[src/rtl/xbar_arb_pkg.sv]
package xbar_arb_pkg;
  localparam int PRIO_MAX_W = 8;

  // candidate (pa, ia) beats incumbent (pb, ib): higher level, then lower index
  function automatic logic outranks(input logic [PRIO_MAX_W-1:0] pa, input int ia,
                                    input logic [PRIO_MAX_W-1:0] pb, input int ib);
    return (pa > pb) || ((pa == pb) && (ia < ib));
  endfunction

  // effective level of one master
  function automatic logic [PRIO_MAX_W-1:0] eff_level(input logic [PRIO_MAX_W-1:0] prog,
                                                      input logic boost,
                                                      input logic [PRIO_MAX_W-1:0] top);
    return boost ? top : prog;
  endfunction
endpackage

[src/rtl/xbar_prio_regs.sv]
module xbar_prio_regs #(
  parameter int N_MST = 6,
  parameter int PRIO_W = 3,
  parameter logic [N_MST-1:0] ELEV_MASK = '0,
  localparam int IDX_W = (N_MST > 1) ? $clog2(N_MST) : 1
) (
  input  logic                    clk,
  input  logic                    rst_n,
  input  logic                    cfg_we,
  input  logic [IDX_W-1:0]        cfg_sel,
  input  logic [PRIO_W-1:0]       cfg_wdata,
  input  logic [N_MST-1:0]        elev,
  output logic [PRIO_W-1:0]       cfg_rdata,
  output logic [N_MST*PRIO_W-1:0] eff_prio
);
  import xbar_arb_pkg::*;
  localparam logic [PRIO_MAX_W-1:0] TOP_LVL = PRIO_MAX_W'((1 << PRIO_W) - 1);

  logic [PRIO_W-1:0] prio_q [N_MST];
  logic              sel_ok;

  assign sel_ok = int'(cfg_sel) < N_MST;

  always_ff @(posedge clk or negedge rst_n) begin
    if (!rst_n) begin
      for (int i = 0; i < N_MST; i++) prio_q[i] <= '0;
    end else if (cfg_we && sel_ok) begin
      prio_q[cfg_sel] <= cfg_wdata;
    end
  end

  always_comb begin
    cfg_rdata = '0;
    for (int i = 0; i < N_MST; i++)
      if (int'(cfg_sel) == i) cfg_rdata = prio_q[i];
  end

  for (genvar g = 0; g < N_MST; g++) begin : g_eff
    logic [PRIO_MAX_W-1:0] lvl;
    assign lvl = eff_level(PRIO_MAX_W'(prio_q[g]), elev[g] & ELEV_MASK[g], TOP_LVL);
    assign eff_prio[g*PRIO_W +: PRIO_W] = lvl[PRIO_W-1:0];
  end
endmodule

[src/rtl/xbar_prio_pick.sv]
module xbar_prio_pick #(
  parameter int N_MST = 6,
  parameter int PRIO_W = 3,
  localparam int IDX_W = (N_MST > 1) ? $clog2(N_MST) : 1
) (
  input  logic [N_MST-1:0]        req,
  input  logic [N_MST*PRIO_W-1:0] eff_prio,
  output logic                    pick_valid,
  output logic [IDX_W-1:0]        pick_idx
);
  import xbar_arb_pkg::*;

  logic [PRIO_MAX_W-1:0] best_p;
  int                    best_i;

  always_comb begin
    pick_valid = 1'b0;
    best_p     = '0;
    best_i     = N_MST;
    for (int i = 0; i < N_MST; i++) begin
      if (req[i] && (!pick_valid ||
          outranks(PRIO_MAX_W'(eff_prio[i*PRIO_W +: PRIO_W]), i, best_p, best_i))) begin
        pick_valid = 1'b1;
        best_p     = PRIO_MAX_W'(eff_prio[i*PRIO_W +: PRIO_W]);
        best_i     = i;
      end
    end
    pick_idx = pick_valid ? IDX_W'(best_i) : '0;
  end
endmodule

[src/rtl/xbar_grant_hold.sv]
module xbar_grant_hold #(
  parameter int N_MST = 6,
  localparam int IDX_W = (N_MST > 1) ? $clog2(N_MST) : 1
) (
  input  logic             clk,
  input  logic             rst_n,
  input  logic             pick_valid,
  input  logic [IDX_W-1:0] pick_idx,
  input  logic             xfer_done,
  output logic             busy,
  output logic [IDX_W-1:0] owner,
  output logic             arb_open
);
  assign arb_open = !busy || xfer_done;

  always_ff @(posedge clk or negedge rst_n) begin
    if (!rst_n) begin
      busy  <= 1'b0;
      owner <= '0;
    end else if (arb_open) begin
      busy <= pick_valid;
      if (pick_valid) owner <= pick_idx;
    end
  end
endmodule

[src/rtl/xbar_slave_arb.sv]
module xbar_slave_arb #(
  parameter int N_MST = 6,
  parameter int ADDR_W = 32,
  parameter int PRIO_W = 3,
  parameter logic [N_MST-1:0] ELEV_MASK = 6'b001100,
  localparam int IDX_W = (N_MST > 1) ? $clog2(N_MST) : 1
) (
  input  logic                    clk,
  input  logic                    rst_n,
  input  logic [N_MST-1:0]        req,
  input  logic [N_MST*ADDR_W-1:0] addr,
  input  logic [N_MST-1:0]        elev,
  input  logic                    xfer_done,
  input  logic                    cfg_we,
  input  logic [IDX_W-1:0]        cfg_sel,
  input  logic [PRIO_W-1:0]       cfg_wdata,
  output logic [PRIO_W-1:0]       cfg_rdata,
  output logic [N_MST-1:0]        gnt,
  output logic                    gnt_valid,
  output logic [IDX_W-1:0]        gnt_idx,
  output logic [ADDR_W-1:0]       gnt_addr
);
  logic [N_MST*PRIO_W-1:0] eff_prio;
  logic                    pick_valid;
  logic [IDX_W-1:0]        pick_idx;
  logic                    busy;
  logic                    arb_open;
  logic [IDX_W-1:0]        owner;

  xbar_prio_regs #(.N_MST(N_MST), .PRIO_W(PRIO_W), .ELEV_MASK(ELEV_MASK)) u_regs (
    .clk(clk), .rst_n(rst_n), .cfg_we(cfg_we), .cfg_sel(cfg_sel),
    .cfg_wdata(cfg_wdata), .elev(elev), .cfg_rdata(cfg_rdata), .eff_prio(eff_prio)
  );

  xbar_prio_pick #(.N_MST(N_MST), .PRIO_W(PRIO_W)) u_pick (
    .req(req), .eff_prio(eff_prio), .pick_valid(pick_valid), .pick_idx(pick_idx)
  );

  xbar_grant_hold #(.N_MST(N_MST)) u_hold (
    .clk(clk), .rst_n(rst_n), .pick_valid(pick_valid), .pick_idx(pick_idx),
    .xfer_done(xfer_done), .busy(busy), .owner(owner), .arb_open(arb_open)
  );

  assign gnt_valid = busy;
  assign gnt_idx   = owner;

  always_comb begin
    gnt_addr = '0;
    for (int i = 0; i < N_MST; i++)
      if (int'(owner) == i) gnt_addr = addr[i*ADDR_W +: ADDR_W];
  end

  for (genvar g = 0; g < N_MST; g++) begin : g_gnt
    assign gnt[g] = busy && (int'(owner) == g);
  end
endmodule

[config.mk]
export PLATFORM = sky130hd
export DESIGN_NAME = xbar_slave_arb
export DESIGN_NICKNAME = d
export VERILOG_FILES = /design/src/rtl/xbar_arb_pkg.sv /design/src/rtl/xbar_prio_regs.sv /design/src/rtl/xbar_prio_pick.sv /design/src/rtl/xbar_grant_hold.sv /design/src/rtl/xbar_slave_arb.sv
export SDC_FILE = /design/constraint.sdc
export NUM_CORES = 1
export LEC_CHECK = 0
export BUFFER_PORTS_ARGS = -buffer_cell sky130_fd_sc_hd__buf_2
export CORE_ASPECT_RATIO = 1.25
export CORE_MARGIN = 2
export CORE_UTILIZATION = 30
export CTS_CLUSTER_SIZE = 40
export DETAILED_ROUTE_END_ITERATION = 10
export GPL_ROUTABILITY_DRIVEN = 0
export PLACE_DENSITY = 0.78
export SLEW_MARGIN = 25
export SYNTH_ARGS = -nofsm -noshare
export SYNTH_HDL_FRONTEND = slang
export SYNTH_SLANG_ARGS = --single-unit
[constraint.sdc]
create_clock -name clk -period 6.15 [get_ports clk]
set_input_delay 0.615 -clock clk [delete_from_list [all_inputs] [get_ports clk]]
set_output_delay 0.615 -clock clk [all_outputs]
set_load 0.05 [all_outputs]
==> results.cfg <==
[synth]
syn_area_per_cell_um2 = 8.18
dominantRegCellSynth = dfrtp_1
yosysUniqueCellTypes = 50
synthCells = 391
netlist_area_mm2 = 0.00320
yosysWarnings = 0
yosysSeqAreaShare_pct = 17.2
synth_nets = 620
synth_edf_count = 0
async_flop_share_pct = 100
ys_ff_latch = 22

[worst_hold_path]
hp-class = primary input to async pin

[timing]
setup_viol = 0
fin_ws_ps = 188
max_slew_margin_pct = 43.6
timing.clock.skew_ps = 6.27
slew_violations = 0
fin_crit_sh_pct = 96.9
hold_violations = 0
period_needed_ps = 5960
fmax_ghz = 0.168
tightest_slew_ps = 846
rsz0062_at_grt = true

[global_route]
grt_pass1_vias = 3847
grt_start_max_net_pins = 44
grt_use_total_pct = 20.8
antenna_found_initial = 4
grt_pass1_wl_mm = 18.7
grt_overflow = 0

[pwr]
p_leak_uw = 0.00265
p_switching_uw = 1530
power_switching_share_pct = 60.3
pwr-share-clk_pct = 6.0
powerDensity_mw_per_mm2 = 502
p_int_uw = 1010
seqPwrFrac_pct = 12.0
peakVddDrop_v = 0.000337
p_comb_share_pct = 82.1

[final_layout]
drive_gt1_share_pct = 54.4
area.sequential_um2 = 558
syn_to_final_growth_pct = 57.9
multi_input_area_mm2 = 0.00265
fillers = 1029
fin_area_mm2 = 0.00505
stdcell_count = 784
nNetsFinal = 881

[detailed_routing]
first_pass_iters = 4
drt_iter0_drc = 157
drc = 0
routed_wl_mm = 13.4
vias = 4146
post_drt_via_cell_ratio = 5.29
wl_per_cell_um = 17.1
antenna_left = 0

[worst_setup_path]
arrival_ps = 6110
critPathMaxStageDelay_ps = 320
slowest_stage = o31a_4
crit_path_start_kind = primary input
setup.worst_path.class = primary input to flop
path_delay_family = compound AO/OA/AOI/OAI gates
worst_ep_required_time_ps = 6300
cp_num_buf_inv = 1
end_kind = flop
critical_path.max_fanout = 7

[placed_design]
post-place-ws_ps = -157
numPlacedInstances = 771
dpl.hpwl_mm = 10.8
portBuffers = 254
place_area_mm2 = 0.00477

[cts]
path_clk_slew_ps = 60
insertion_delay_ps = 260
cts_buffers = 3
h-tree-depth = 1
numClockSinks = 22
cts_buffer_depth = 2
cts_root_buf = clkbuf_16
cts_tree = yes

[flow_run]
maxCapViolations = 0

[floorplan]
std_cell_rows = 42
ioPinCount = 259
die_y_um = 119
start_util_pct = 30.4
die_area_mm2 = 0.0115
fp.coreArea_mm2 = 0.0105
die_w_um = 96.4

[outcome]
status = complete, no violations
==> cells in the mapped netlist, types with 2 or more instances <==
cell,count,area (um^2)
nor3_1,4,20.0
nand3_1,4,20.0
and2_1,3,18.8
mux4_2,7,158
ha_1,15,188
and3b_1,2,17.5
dfrtp_1,22,551
a32oi_1,2,17.5
buf_4,2,15.0
a21oi_1,32,160
nand2b_1,8,50.1
buf_2,10,50.1
nand2_1,40,150
nor2_1,44,165
o21ai_0,11,55.1
nor2b_1,6,37.5
mux2i_1,63,631
o21a_1,4,30.0
o22ai_1,7,43.8
mux2_2,16,180
o221ai_1,28,245
nor3b_1,3,22.5
inv_1,16,60.1
clkbuf_1,16,60.1
==> path summary, 6_finish.rpt <==
path	from	to	cells after the start	slack, ps
setup reg to reg	u_regs.eff_prio[2]	u_hold.owner[2]	31	200
max in group asynchronous	rst_n	u_hold.owner[0]	1	5420
hold reg to reg	u_regs.eff_prio[15]	u_regs.eff_prio[15]	1	540
setup / recovery	req[0]	u_hold.owner[2]	32	190
min in group clk	u_regs.eff_prio[15]	u_regs.eff_prio[15]	1	540
hold / removal	rst_n	u_regs.prio_q[6]	1	330
==> cell type report <==
class                           count  area share (%)
Antenna cell                        1          0.0496
Clock buffer                        4            1.76
Inverter                           16            1.19
Multi-Input combinational cell    324            52.5
Sequential cell                    22            11.1
Tap cell                          132            3.27
Timing Repair Buffer              285            30.2
==> stage by stage <==
step                setup TNS [ps]  hold WS (ps)  util [%]  total power, uW
CTS                              0           341      46.3             2460
floorplan                        0           319         -             1790
detailed placement            -349           524      45.4             2300
global route                  -280           366      48.0             2680
finish                           0           334      48.0             2540
global placement             -95.7           511      45.4             2290
==> cell usage in the layout, fill, tap and decap left out, types with 6 or more instances in the layout <==
cell        n
a21oi_1    30
buf_2     253
buf_4      30
dfrtp_1    18
ha_1        8
ha_4        6
inv_1      16
mux2_2     16
mux2i_1    63
mux4_2      7
nand2_1    38
nand2b_1    8
nor2_1     42
o21ai_0     6
o221ai_1   28
o22ai_1     7
==> kinds of logic (layout without fill, tap and decap cells) <==
| logic type | Yosys count | count (layout) | synth area share, % |
|---|---|---|---|
| AOI/OAI and AO/OA | 101 | 101 | 22.3 |
| adders and majority gates | 15 | 15 | 5.87 |
| buffers and inverters | 45 | 305 | 6.14 |
| DFF | 22 | 22 | 17.2 |
| muxes | 87 | 87 | 30.8 |
| other | 0 | 1 | 0 |
| and+or+nand+nor | 121 | 121 | 17.7 |
==> power by group through the flow <==
stage	logic, uW	registers, uW	clock network, uW
6_report	2080	304	151
5_1_grt	2210	316	160
4_1_cts	2000	305	153
3_5_place_dp	2000	308	0
3_3_place_gp	1980	306	0
2_1_floorplan	1550	245	0
==> sequential cells by signal, summed over array words and instances, names as in the netlist <==
| register | count |
|---|---|
| u_hold.busy | 1 |
| u_hold.owner | 3 |
| u_regs.eff_prio | 12 |
| u_regs.prio_q | 6 |
==> metal layers <==
layer / track usage (%) / wire length, um
met5: 0 / 44
met4: 4.23 / 224
met3: 5.12 / 1350
met2: 38.2 / 6700
met1: 23.9 / 5090
==> timing repair <==
action,in CTS,in global routing
hold buffers,0,0
resized for setup,0,27
setup endpoints to repair,0,3
setup buffers,0,8
No activity file was read; power rests on OpenSTA's default activity.
